===== src/rtl/i2cm_ctl_pkg.sv =====
package i2cm_ctl_pkg;
  typedef enum logic [2:0] {
    A_CTRL  = 3'd0,
    A_STAT  = 3'd1,
    A_IEN   = 3'd2,
    A_DATA  = 3'd3,
    A_BCFG  = 3'd4,
    A_BSTAT = 3'd5,
    A_SADR  = 3'd6,
    A_CNT   = 3'd7
  } reg_addr_e;

  localparam int ST_AL   = 0;
  localparam int ST_NACK = 1;
  localparam int ST_ARDY = 2;
  localparam int ST_RRDY = 3;
  localparam int ST_BB   = 12;
  localparam int ST_RDRN = 13;

  localparam int CT_STT = 0;
  localparam int CT_STP = 1;
  localparam int CT_MST = 10;
  localparam int CT_STB = 11;
  localparam int CT_EN  = 15;

  localparam logic [15:0] CT_MASK  = 16'h8C03;
  localparam logic [15:0] ST_FLAGS = 16'h200F;
endpackage


===== src/rtl/i2cm_rx_fifo.sv =====
module i2cm_rx_fifo #(
  parameter int DW    = 8,
  parameter int DEPTH = 32,
  localparam int AW   = $clog2(DEPTH),
  localparam int CW   = $clog2(DEPTH + 1)
) (
  input  logic          clk_i,
  input  logic          rst_ni,
  input  logic          flush_i,
  input  logic          push_i,
  input  logic [DW-1:0] data_i,
  input  logic          pop_i,
  output logic [DW-1:0] data_o,
  output logic [CW-1:0] count_o
);
  logic [DW-1:0] mem_q [DEPTH];
  logic [AW-1:0] wp_q, rp_q;
  logic [CW-1:0] cnt_q;
  logic          do_push, do_pop;

  function automatic logic [AW-1:0] ptr_nxt(input logic [AW-1:0] p);
    return (p == AW'(DEPTH - 1)) ? '0 : p + 1'b1;
  endfunction

  assign do_push = push_i && !flush_i && (cnt_q != CW'(DEPTH));
  assign do_pop  = pop_i && !flush_i && (cnt_q != '0);

  always_ff @(posedge clk_i) begin
    if (do_push) mem_q[wp_q] <= data_i;
  end

  always_ff @(posedge clk_i or negedge rst_ni) begin
    if (!rst_ni) begin
      wp_q  <= '0;
      rp_q  <= '0;
      cnt_q <= '0;
    end else if (flush_i) begin
      wp_q  <= '0;
      rp_q  <= '0;
      cnt_q <= '0;
    end else begin
      if (do_push) wp_q <= ptr_nxt(wp_q);
      if (do_pop)  rp_q <= ptr_nxt(rp_q);
      if (do_push && !do_pop)      cnt_q <= cnt_q + 1'b1;
      else if (do_pop && !do_push) cnt_q <= cnt_q - 1'b1;
    end
  end

  assign data_o  = (cnt_q == '0) ? '0 : mem_q[rp_q];
  assign count_o = cnt_q;


  no_overflow_chk: assert property (@(posedge clk_i) disable iff (!rst_ni)
    cnt_q <= CW'(DEPTH));
endmodule


===== src/rtl/i2cm_cmd_seq.sv =====
module i2cm_cmd_seq
  import i2cm_ctl_pkg::*;
#(
  parameter int CNT_W = 16
) (
  input  logic             clk_i,
  input  logic             rst_ni,
  input  logic             ctrl_wr_i,
  input  logic [15:0]      wdata_i,
  input  logic             bus_busy_i,
  input  logic             phase_done_i,
  input  logic             rx_byte_i,
  input  logic [CNT_W-1:0] cnt_cfg_i,
  output logic [15:0]      ctrl_o,
  output logic             start_o,
  output logic [CNT_W-1:0] bytes_left_o
);
  logic [15:0]      ctrl_q;
  logic             launched_q, in_xfer_q;
  logic [CNT_W-1:0] left_q;
  logic             en;

  assign en = ctrl_q[CT_EN];

  // a running transfer may issue a repeated start regardless of bus busy
  assign start_o = en && ctrl_q[CT_STT] && ctrl_q[CT_MST] && !launched_q
                   && (!bus_busy_i || in_xfer_q);

  always_ff @(posedge clk_i or negedge rst_ni) begin
    if (!rst_ni) begin
      ctrl_q <= '0;
    end else if (ctrl_wr_i) begin
      ctrl_q <= wdata_i[CT_EN] ? (wdata_i & CT_MASK) : '0;
    end else if (phase_done_i && en) begin
      ctrl_q[CT_STT] <= 1'b0;
      ctrl_q[CT_STP] <= 1'b0;
      if (ctrl_q[CT_STP]) ctrl_q[CT_MST] <= 1'b0;
    end
  end

  always_ff @(posedge clk_i or negedge rst_ni) begin
    if (!rst_ni) begin
      launched_q <= 1'b0;
      in_xfer_q  <= 1'b0;
    end else if (!en) begin
      launched_q <= 1'b0;
      in_xfer_q  <= 1'b0;
    end else if (phase_done_i) begin
      launched_q <= 1'b0;
      if (ctrl_q[CT_STP]) in_xfer_q <= 1'b0;
    end else if (start_o) begin
      launched_q <= 1'b1;
      in_xfer_q  <= 1'b1;
    end
  end

  always_ff @(posedge clk_i or negedge rst_ni) begin
    if (!rst_ni) begin
      left_q <= '0;
    end else if (start_o) begin
      left_q <= cnt_cfg_i;
    end else if (rx_byte_i && en && left_q != '0) begin
      left_q <= left_q - 1'b1;
    end
  end

  assign ctrl_o       = ctrl_q;
  assign bytes_left_o = left_q;


  start_pulse_chk: assert property (@(posedge clk_i) disable iff (!rst_ni)
    start_o |=> !start_o);


  stop_drop_chk: assert property (@(posedge clk_i) disable iff (!rst_ni)
    (phase_done_i && en && ctrl_q[CT_STP] && !ctrl_wr_i) |=> !ctrl_o[CT_MST]);


  cnt_load_chk: assert property (@(posedge clk_i) disable iff (!rst_ni)
    start_o |=> (bytes_left_o == $past(cnt_cfg_i)));
endmodule


===== src/rtl/i2cm_stat.sv =====
module i2cm_stat
  import i2cm_ctl_pkg::*;
#(
  parameter int THR_W = 6
) (
  input  logic             clk_i,
  input  logic             rst_ni,
  input  logic             en_i,
  input  logic             arb_lost_i,
  input  logic             nack_i,
  input  logic             phase_done_i,
  input  logic             bus_busy_i,
  input  logic [4:0]       clr_i,
  input  logic [THR_W-1:0] fifo_cnt_i,
  input  logic [THR_W-1:0] thr_i,
  input  logic [15:0]      ien_i,
  output logic [15:0]      stat_o,
  output logic             irq_o
);
  localparam int NFLG = 5;
  localparam int F_AL = 0, F_NACK = 1, F_ARDY = 2, F_RRDY = 3, F_RDRN = 4;

  logic [NFLG-1:0] flg_q, set;

  always_comb begin
    set         = '0;
    set[F_AL]   = arb_lost_i;
    set[F_NACK] = nack_i;
    set[F_ARDY] = phase_done_i;
    set[F_RRDY] = fifo_cnt_i > thr_i;
    set[F_RDRN] = phase_done_i && (fifo_cnt_i != '0) && (fifo_cnt_i <= thr_i);
  end

  // new events take priority over a clear in the same cycle
  always_ff @(posedge clk_i or negedge rst_ni) begin
    if (!rst_ni)    flg_q <= '0;
    else if (!en_i) flg_q <= '0;
    else            flg_q <= set | (flg_q & ~clr_i);
  end

  always_comb begin
    stat_o          = '0;
    stat_o[ST_AL]   = flg_q[F_AL];
    stat_o[ST_NACK] = flg_q[F_NACK];
    stat_o[ST_ARDY] = flg_q[F_ARDY];
    stat_o[ST_RRDY] = flg_q[F_RRDY];
    stat_o[ST_RDRN] = flg_q[F_RDRN];
    stat_o[ST_BB]   = bus_busy_i;
  end

  assign irq_o = |(stat_o & ien_i);


  w1c_nack_chk: assert property (@(posedge clk_i) disable iff (!rst_ni)
    (clr_i[F_NACK] && !nack_i) |=> !stat_o[ST_NACK]);


  clear_all_chk: assert property (@(posedge clk_i) disable iff (!rst_ni)
    ((&clr_i) && !arb_lost_i && !nack_i && !phase_done_i && fifo_cnt_i <= thr_i)
    |=> ((stat_o & ST_FLAGS) == '0));


  al_set_chk: assert property (@(posedge clk_i) disable iff (!rst_ni)
    (arb_lost_i && en_i) |=> stat_o[ST_AL]);
endmodule


===== src/rtl/i2c_mrx_ctl.sv =====
module i2c_mrx_ctl
  import i2cm_ctl_pkg::*;
#(
  parameter int FIFO_DEPTH = 32,
  parameter int CNT_W      = 16,
  parameter int SA_W       = 10,
  localparam int THR_W     = 6,
  localparam int FCW       = $clog2(FIFO_DEPTH + 1)
) (
  input  logic             clk_i,
  input  logic             rst_ni,
  input  logic [2:0]       reg_addr_i,
  input  logic             reg_wr_i,
  input  logic             reg_rd_i,
  input  logic [15:0]      reg_wdata_i,
  output logic [15:0]      reg_rdata_o,
  input  logic             bus_busy_i,
  input  logic             arb_lost_i,
  input  logic             nack_i,
  input  logic             phase_done_i,
  input  logic             rx_valid_i,
  input  logic [7:0]       rx_data_i,
  output logic             irq_o,
  output logic             start_o,
  output logic             stop_req_o,
  output logic             master_o,
  output logic             start_byte_o,
  output logic [SA_W-1:0]  slave_addr_o,
  output logic [CNT_W-1:0] bytes_left_o
);
  logic [15:0]      ien_q, ctrl, stat;
  logic [THR_W-1:0] thr_q, fcnt6;
  logic [SA_W-1:0]  sadr_q;
  logic [CNT_W-1:0] cnt_q;
  logic [FCW-1:0]   fcnt;
  logic [7:0]       fdata;
  logic             en, wr_ctrl, wr_stat, pop;
  logic [4:0]       clr;
  reg_addr_e        addr;

  assign addr    = reg_addr_e'(reg_addr_i);
  assign wr_ctrl = reg_wr_i && addr == A_CTRL;
  assign wr_stat = reg_wr_i && addr == A_STAT;
  assign pop     = reg_rd_i && addr == A_DATA;
  assign en      = ctrl[CT_EN];
  assign fcnt6   = THR_W'(fcnt);
  assign clr     = wr_stat ? {reg_wdata_i[ST_RDRN], reg_wdata_i[ST_RRDY],
                              reg_wdata_i[ST_ARDY], reg_wdata_i[ST_NACK],
                              reg_wdata_i[ST_AL]} : 5'b0;

  always_ff @(posedge clk_i or negedge rst_ni) begin
    if (!rst_ni) begin
      ien_q  <= '0;
      thr_q  <= '0;
      sadr_q <= '0;
      cnt_q  <= '0;
    end else if (reg_wr_i) begin
      case (addr)
        A_IEN:   ien_q  <= reg_wdata_i;
        A_BCFG:  thr_q  <= reg_wdata_i[13:8];
        A_SADR:  sadr_q <= reg_wdata_i[SA_W-1:0];
        A_CNT:   cnt_q  <= reg_wdata_i[CNT_W-1:0];
        default: ;
      endcase
    end
  end

  i2cm_cmd_seq #(.CNT_W(CNT_W)) i_seq (
    .clk_i        (clk_i),
    .rst_ni       (rst_ni),
    .ctrl_wr_i    (wr_ctrl),
    .wdata_i      (reg_wdata_i),
    .bus_busy_i   (bus_busy_i),
    .phase_done_i (phase_done_i),
    .rx_byte_i    (rx_valid_i),
    .cnt_cfg_i    (cnt_q),
    .ctrl_o       (ctrl),
    .start_o      (start_o),
    .bytes_left_o (bytes_left_o)
  );

  i2cm_rx_fifo #(.DW(8), .DEPTH(FIFO_DEPTH)) i_fifo (
    .clk_i   (clk_i),
    .rst_ni  (rst_ni),
    .flush_i (!en),
    .push_i  (rx_valid_i),
    .data_i  (rx_data_i),
    .pop_i   (pop),
    .data_o  (fdata),
    .count_o (fcnt)
  );

  i2cm_stat #(.THR_W(THR_W)) i_stat (
    .clk_i        (clk_i),
    .rst_ni       (rst_ni),
    .en_i         (en),
    .arb_lost_i   (arb_lost_i),
    .nack_i       (nack_i),
    .phase_done_i (phase_done_i),
    .bus_busy_i   (bus_busy_i),
    .clr_i        (clr),
    .fifo_cnt_i   (fcnt6),
    .thr_i        (thr_q),
    .ien_i        (ien_q),
    .stat_o       (stat),
    .irq_o        (irq_o)
  );

  always_comb begin
    case (addr)
      A_CTRL:  reg_rdata_o = ctrl;
      A_STAT:  reg_rdata_o = stat;
      A_IEN:   reg_rdata_o = ien_q;
      A_DATA:  reg_rdata_o = {8'h00, fdata};
      A_BCFG:  reg_rdata_o = {2'b00, thr_q, 8'h00};
      A_BSTAT: reg_rdata_o = {2'b00, fcnt6, 8'h00};
      A_SADR:  reg_rdata_o = 16'(sadr_q);
      default: reg_rdata_o = 16'(cnt_q);
    endcase
  end

  assign stop_req_o   = ctrl[CT_STP];
  assign master_o     = ctrl[CT_MST];
  assign start_byte_o = ctrl[CT_STB];
  assign slave_addr_o = sadr_q;


  empty_pop_chk: assert property (@(posedge clk_i) disable iff (!rst_ni)
    (pop && fcnt == '0 && !rx_valid_i) |=> (fcnt == '0));
endmodule


===== config.mk =====
export PLATFORM = sky130hd
export DESIGN_NAME = i2c_mrx_ctl
export DESIGN_NICKNAME = d
export VERILOG_FILES = /design/src/rtl/i2cm_ctl_pkg.sv /design/src/rtl/i2cm_rx_fifo.sv /design/src/rtl/i2cm_cmd_seq.sv /design/src/rtl/i2cm_stat.sv /design/src/rtl/i2c_mrx_ctl.sv
export SDC_FILE = /design/constraint.sdc
export NUM_CORES = 1
export LEC_CHECK = 0
export ABC_AREA = 1
export BUFFER_PORTS_ARGS = -buffer_cell sky130_fd_sc_hd__buf_2
export CELL_PAD_IN_SITES_DETAIL_PLACEMENT = 0
export CELL_PAD_IN_SITES_GLOBAL_PLACEMENT = 1
export CORE_MARGIN = 1.5
export CORE_UTILIZATION = 40
export CTS_CLUSTER_SIZE = 12
export DETAILED_ROUTE_END_ITERATION = 8
export GPL_TIMING_DRIVEN = 0
export PLACE_DENSITY = 0.8
export SETUP_SLACK_MARGIN = 0.2
export SYNTH_ARGS = -nofsm -noshare
export SYNTH_HDL_FRONTEND = slang
export SYNTH_SLANG_ARGS = --single-unit

===== constraint.sdc =====
create_clock -name clk_i -period 2.96 [get_ports clk_i]
set_clock_uncertainty 0.05 [all_clocks]
set_input_delay 0 -clock clk_i [delete_from_list [all_inputs] [get_ports clk_i]]
set_output_delay 0 -clock clk_i [all_outputs]
set_load 0.03 [all_outputs]

==> results of run 1 <==
[layer usage]
layer | up-vias | part of all wire (%) | routed length, µm
met5 | - | 0 | 0
met4 | 0 | 3.1 | 1460
met3 | 83 | 7.2 | 3330
met2 | 431 | 47 | 21600
met1 | 5786 | 43 | 19900
li1 | 5661 | - | -
[state kept, by name, summed over array words and instances, names as in the netlist, 6 cells and up]
| register | cells |
|---|---|
| thr_q | 6 |
| slave_addr_o | 10 |
| cnt_q | 16 |
| i_fifo.count_o | 6 |
| i_fifo.mem_q | 256 |
| i_seq.bytes_left_o | 16 |
| ien_q | 16 |
[worst max-delay path by stage]
| stage | cells past startpoint | slack, ps | startpoint | end |
|---|---|---|---|---|
| CTS | 7 | 30 | i_seq.ctrl_o[15] | i_fifo.mem_q[16][0] |
| global placement | 7 | 110 | i_seq.ctrl_o[15] | i_fifo.mem_q[16][1] |
| floorplan | 13 | 870 | i_seq.ctrl_o[15] | i_fifo.count_o[5] |
| detailed placement | 7 | 70 | i_seq.ctrl_o[15] | i_fifo.mem_q[16][1] |
| global route | 7 | 190 | i_seq.ctrl_o[15] | i_fifo.mem_q[6][6] |
| finish | 11 | 240 | i_fifo.rp_q[0] | reg_rdata_o[2] |
[power groups by stage]
stage	sequential (µW)	combinational [µW]	clock (µW)
6_report	5890	2450	4500
5_1_grt	5930	2720	4750
4_1_cts	5890	2420	4560
3_5_place_dp	5980	2350	0
3_3_place_gp	5970	2300	0
2_1_floorplan	6110	1400	0
[per-stage QoR]
step / std cells / hold WS [ps]
floorplan: 1605 / -346
global placement: 2205 / 215
detailed placement: 2206 / -105
CTS: 2306 / 8.17
global route: 2306 / 26.2
finish: 2306 / 9.71
[cells by family (layout without fill, tap and decap cells)]
logic type / Yosys count / after routing / share of synthesized area [%]
buffers and inverters: 187 / 370 / 5.22
AOI/OAI and AO/OA: 176 / 176 / 6.45
adders and majority gates: 19 / 19 / 1.56
xor gates and xnor gates: 13 / 13 / 0.725
DFF: 348 / 348 / 63.6
and+or+nand+nor: 862 / 862 / 22.5
[repair_timing]
action                                 4_1_cts  5_1_grt
buffers inserted                             0        0
pin swaps                                    0        1
hold buffers                                33        0
resized for setup                           30       45
endpoints found under the hold margin      169        0
gates cloned                                 0        0
setup endpoints to repair                  152      216
[cell usage after synthesis]
library cell / count
nand2_4: 2
xnor2_1: 3
o211ai_1: 6
buf_2: 33
nand3_4: 1
a21oi_1: 26
o22ai_1: 18
and2_1: 4
o21ai_2: 5
dfrtp_1: 92
xor2_1: 10
a221oi_1: 11
nor2_4: 1
nand3_1: 132
nand3b_1: 1
a22o_1: 1
a211oi_1: 2
inv_4: 1
nor2_2: 4
buf_6: 4
o211ai_2: 2
nand4_1: 4
nor3_4: 2
nand2_1: 499
inv_2: 6
nor3_1: 1
o21ai_1: 16
inv_1: 113
edfxtp_1: 256
a21o_1: 1
buf_1: 1
o221ai_1: 1
fa_1: 1
buf_4: 12
nor2_1: 200
ha_1: 18
or2_2: 2
a31oi_1: 1
o2111ai_1: 1
clkbuf_1: 17
nand3_2: 2
nand2_2: 7
o21ai_0: 85
[cell type report]
type,count,area share (%)
Tap cell,518,3.50
Multi-Input combinational cell,1070,27.2
Clock inverter,12,0.439
Clock buffer,55,5.87
Timing Repair Buffer,116,4.31
Buffer,67,2.18
Inverter,120,2.49
Sequential cell,348,54.0
==> flow_summary.yaml, run 1 <==
run_status:
  outcome: "completed"
flow_run:
  cap_violations: 0
power_and_ir_drop:
  switching_share_pct: 29.8
  clkPwrFrac_pct: 35.0
  intPower_uw: 9010
  total_power_uw: 12800
  cellPowerDensity_nw_per_um2: 694
  pwr-share-seq_pct: 45.9
  p_sw_uw: 3830
  ir_drop_uv: 400
  leakagePower_uw: 0.00767
  combinationalPowerShare_pct: 19.1
worst_setup_path:
  reg2regPathDepth: 7
  arrival_ps: 2670
  regToRegStartpoint: "i_seq.ctrl_o[15]"
  cp.required_ps: 2910
  cp-end-kind: "output port"
  max_stage_delay_ps: 390
  reg2reg_setup_slack_ps: 300
  cp-start-kind: "register"
  crit_family: "simple AND/OR/NAND/NOR gates"
  cp_cell_sequence: "buf_6 > buf_6 > buf_4 > nor2_1 > nor2_1 > nor2_1 > nand2_1 > nand3_1 > nand3_1 > a21oi_2 > buf_4"
  crit_type: "register to output port"
  critPathMaxFanout: 10
  cp_num_buf_inv: 4
  regToRegEndpoint: "i_fifo.mem_q[6][6]"
  path_common_cell: "nor2_1"
  cp_slowest_cell: "dfrtp_1"
sta:
  finalCritPeriodShare_pct: 92.0
  setup_violations: 0
  period_minus_slack_ps: 2720
  rsz0062_at_grt: "yes"
  hold_violations: 0
  worstMarginPinSlew_ps: 846
  setup_slack_ps: 238
  fmax_mhz: 367
  slew_viol_final: 0
  slew_headroom_pct: 43.6
  tns_ps: 0
grt:
  grt_pass1_vias: 11610
  grt_pass1_wl_um: 70200
  grt_util_met1_pct: 32.0
  grt_util_met3_pct: 3.85
  grt_max_degree: 68
  antenna_found_initial: 0
  top_usage_layer: "met2"
  track_usage_pct: 23.1
  grt.met2_usage_pct: 36.9
  grt_overflow: 0
layout:
  diodes: 0
  nets: 1816
  multi_input_area_um2: 5040
  area_growth_pct: 17.8
  final_cell_mix: "499 x nand2_1, 256 x edfxtp_1, 162 x nor2_1"
  fillers: 3643
  seq_area_um2: 9990
  layout_commonest_cell: "nand2_1"
  final_area_um2: 18500
  fin_util_pct: 47.8
  drive_gt1_share_pct: 15.0
yosys:
  synth.area.top_cells: "edfxtp_1 49%, dfrtp_1 15%, nand2_1 12%"
  synth_seq_cells: 348
  avgSynthCellArea_um2: 9.79
  yosysWarningCount: 0
  synth_cell_types: 43
  synthesis.nets: 1660
  synth_top_area_share_pct: 48.9
  synth.largest_area_cell: "edfxtp_1"
  synth_area_um2: 15700
  ys_seq_area_share_pct: 63.6
  syn_inst: 1605
drt:
  vias_per_cell: 5.19
  wl_um: 46300
  drt_iter0_drc: 1097
  wl_per_cell_um: 20.1
  drc: 0
  first_pass_iters: 5
  ant_nets: 0
  vias: 11961
clock_tree:
  clock-sinks: 348
  htree_levels: 2
  numCtsBuffers: 38
  max-clock-path-buffers: 3
  cts_tree: "yes"
  clk_pin_slew_ps: 60
  clk_latency_ps: 540
  root_buffer: "clkbuf_16"
placement:
  place_hpwl_um: 31800
  io_buffers: 82
  gp_congestion: 0.887
  place_area_um2: 16800
  dp_slack_ps: 69.5
floorplan:
  io_pins: 83
  die_w_um: 201
  initial_core_util_pct: 40.6
  rows: 72
  chipHeight_um: 201
  core_um2: 38700
  dieArea_um2: 40500
min_path:
  min_to: "i_fifo.mem_q[12][2]"
  min_path_cells: 1
  holdCritPathClass: "primary input to register"
  hp-start: "rx_data_i[2]"
(Power assumes the default switching activity.)
==> run 2, diff against run 1 <==
Settings changed: ABC_AREA 1 to default, CORE_ASPECT_RATIO from default to 0.9, PLACE_DENSITY 0.8 to 0.76.
==> run 2 against run 1 <==
Via count down 20%. Total power decreased by 0.26%. Die area is 3.3% lower. Register-to-register slack lost 90 ps. Critical path type unchanged. Utilization is 2.1 points higher. Global-route usage decreased by 2.2 points. Highest routed layer unchanged. Worst hold slack better by 12 ps.
==> flow_summary.yaml, run 2 <==
yosys:
  synth.largest_area_cell: "edfxtp_1"
  synth_commonest_cells: "256 x edfxtp_1, 92 x dfrtp_1, 76 x nor2_1, 62 x mux4_2, 62 x nand2_1"
  ys.flop_type: "edfxtp_1"
  yosysWarningCount: 0
  synth_area_um2: 15200
  synth_top_area_share_pct: 50.6
  syn_inst: 985
  synth_seq_cells: 348
  synth_cell_types: 71
  synth.area.top_cells: "edfxtp_1 51%, dfrtp_1 15%, mux4_2 9.2%"
  async_reset_ff_share_pct: 26.4
  synthesis.nets: 1040
  yosysMostFrequentCell: "edfxtp_1"
  avgSynthCellArea_um2: 15.4
  synth_enable_flop_cells: 256
  ys_seq_area_share_pct: 65.8
drt:
  drt_iter0_drc: 1105
  ant_nets: 0
  vias: 9563
  first_pass_iters: 5
  vias_per_cell: 5.73
  wl_per_cell_um: 24.3
  drc: 0
  wl_um: 40600
layout:
  layout_commonest_cell: "edfxtp_1"
  area_growth_pct: 22.4
  largest_reg_flops: 256
  final_area_um2: 18600
  fin_util_pct: 49.8
  fillers: 3112
  nets: 1220
  max_flop_register: "i_fifo.mem_q"
  final_cell_mix: "256 x edfxtp_1, 86 x dfrtp_1, 72 x buf_2"
  drive_gt1_share_pct: 32.8
  diodes: 0
clock_tree:
  numCtsBuffers: 37
  max-clock-path-buffers: 3
  clk_pin_slew_ps: 60
  root_buffer: "clkbuf_16"
  cts_tree: "yes"
  clock-sinks: 348
  clk_latency_ps: 530
  htree_levels: 2
floorplan:
  io_pins: 83
  initial_core_util_pct: 40.7
  dieArea_um2: 39200
  rows: 67
  die_w_um: 208
  chipHeight_um: 188
  core_um2: 37300
flow_run:
  cap_violations: 0
placement:
  place_area_um2: 16300
  place_hpwl_um: 26400
  io_buffers: 79
  dp_slack_ps: -162
  gp_congestion: 0.887
sta:
  setup_slack_ps: 86.9
  fmax_mhz: 348
  finalCritPeriodShare_pct: 97.1
  worstMarginPinSlew_ps: 964
  setup_violations: 0
  rsz0062_at_grt: "yes"
  slew_viol_final: 0
  period_minus_slack_ps: 2870
  slew_headroom_pct: 35.2
  hold_violations: 0
grt:
  grt_pass1_wl_um: 60700
  grt_max_degree: 48
  antenna_found_initial: 0
  grt_overflow: 0
  track_usage_pct: 20.9
  grt_pass1_vias: 9569
power_and_ir_drop:
  cellPowerDensity_nw_per_um2: 689
  ir_drop_uv: 436
  leakagePower_uw: 0.00650
worst_setup_path:
  cp.required_ps: 2910
  critPathMaxFanout: 5
  arrival_ps: 2820
  cp-end-kind: "output port"
  cp-start-kind: "register"
  crit_type: "register to output port"
min_path:
  holdCritPathClass: "primary input to register"
run_status:
  outcome: "completed"
## run 2: cell type report
type / count / area, µm² / area share (%)
Multi-Input combinational cell: 562 / 5250 / 28.2
Inverter: 24 / 90.1 / 0.484
Timing Repair Buffer: 141 / 1110 / 5.99
Clock inverter: 11 / 124 / 0.666
Tap cell: 483 / 604 / 3.25
Clock buffer: 50 / 995 / 5.35
Buffer: 51 / 418 / 2.25
Sequential cell: 348 / 10000 / 53.8
## run 2: metal layers
metal / track usage [%] / up-vias / wire length [µm]
li1: - / 4178 / -
met1: 29.8 / 4908 / 17400
met2: 33.0 / 410 / 18900
met3: 3.28 / 67 / 3210
met4: 6.60 / 0 / 1020
met5: 0 / - / 0
## run 2: path summary, 6_finish.rpt
kind | start | endpoint | slack (ps) | cells past startpoint
max | i_fifo.rp_q[0] | reg_rdata_o[1] | 90 | 9
min | rx_data_i[7] | i_fifo.mem_q[10][7] | 20 | 1
max reg2reg | i_fifo.count_o[2] | i_fifo.count_o[5] | 210 | 10
min reg2reg | ien_q[5] | ien_q[5] | 450 | 1
max in group asynchronous | rst_ni | i_fifo.rp_q[0] | 1880 | 4
min in group asynchronous | rst_ni | i_seq.ctrl_o[0] | 410 | 3
## run 2: repair_timing
action | in CTS | in global routing
pin swaps | 16 | 20
endpoints found under the hold margin | 360 | 0
setup endpoints to repair | 244 | 76
hold buffers | 34 | 0
gates cloned | 1 | 0
resized for setup | 111 | 56
setup buffers | 17 | 9
## run 2: power by group
group / internal [µW] / leakage [µW] / switching (µW)
combinational: 1010 / 0.00250 / 1430
clock: 2540 / 0.000547 / 1900
sequential: 5590 / 0.00345 / 343
## run 2: metrics by stage
stage | TNS, ps | hold WS [ps] | instances | total power, µW
global placement | -298 | 192 | 1547 | 8100
CTS | 0 | 13.5 | 1661 | 12800
global route | 0 | 38.7 | 1670 | 13300
finish | 0 | 21.5 | 1670 | 12800
floorplan | 0 | -346 | 985 | 7420
detailed placement | -336 | 12.3 | 1548 | 8160
## run 2: kinds of logic (layout without fill, tap and decap cells)
logic type,after synthesis,in the layout,synth area share (%)
adders and majority gates,19,19,1.61
buffers and inverters,75,277,2.40
AOI/OAI and AO/OA,141,141,6.10
and+or+nand+nor,239,239,7.85
xor gates and xnor gates,14,14,0.931
DFF,348,348,65.8
muxes,149,149,15.3
## run 2: worst max-delay path: stages (launching register included)
cell and delay [ps]:
dfrtp_2 440, buf_12 150, buf_6 110, buf_6 110, buf_12 110, mux4_2 420, mux2_4 310, a2111oi_4 350
nor4_1 100, buf_4 190
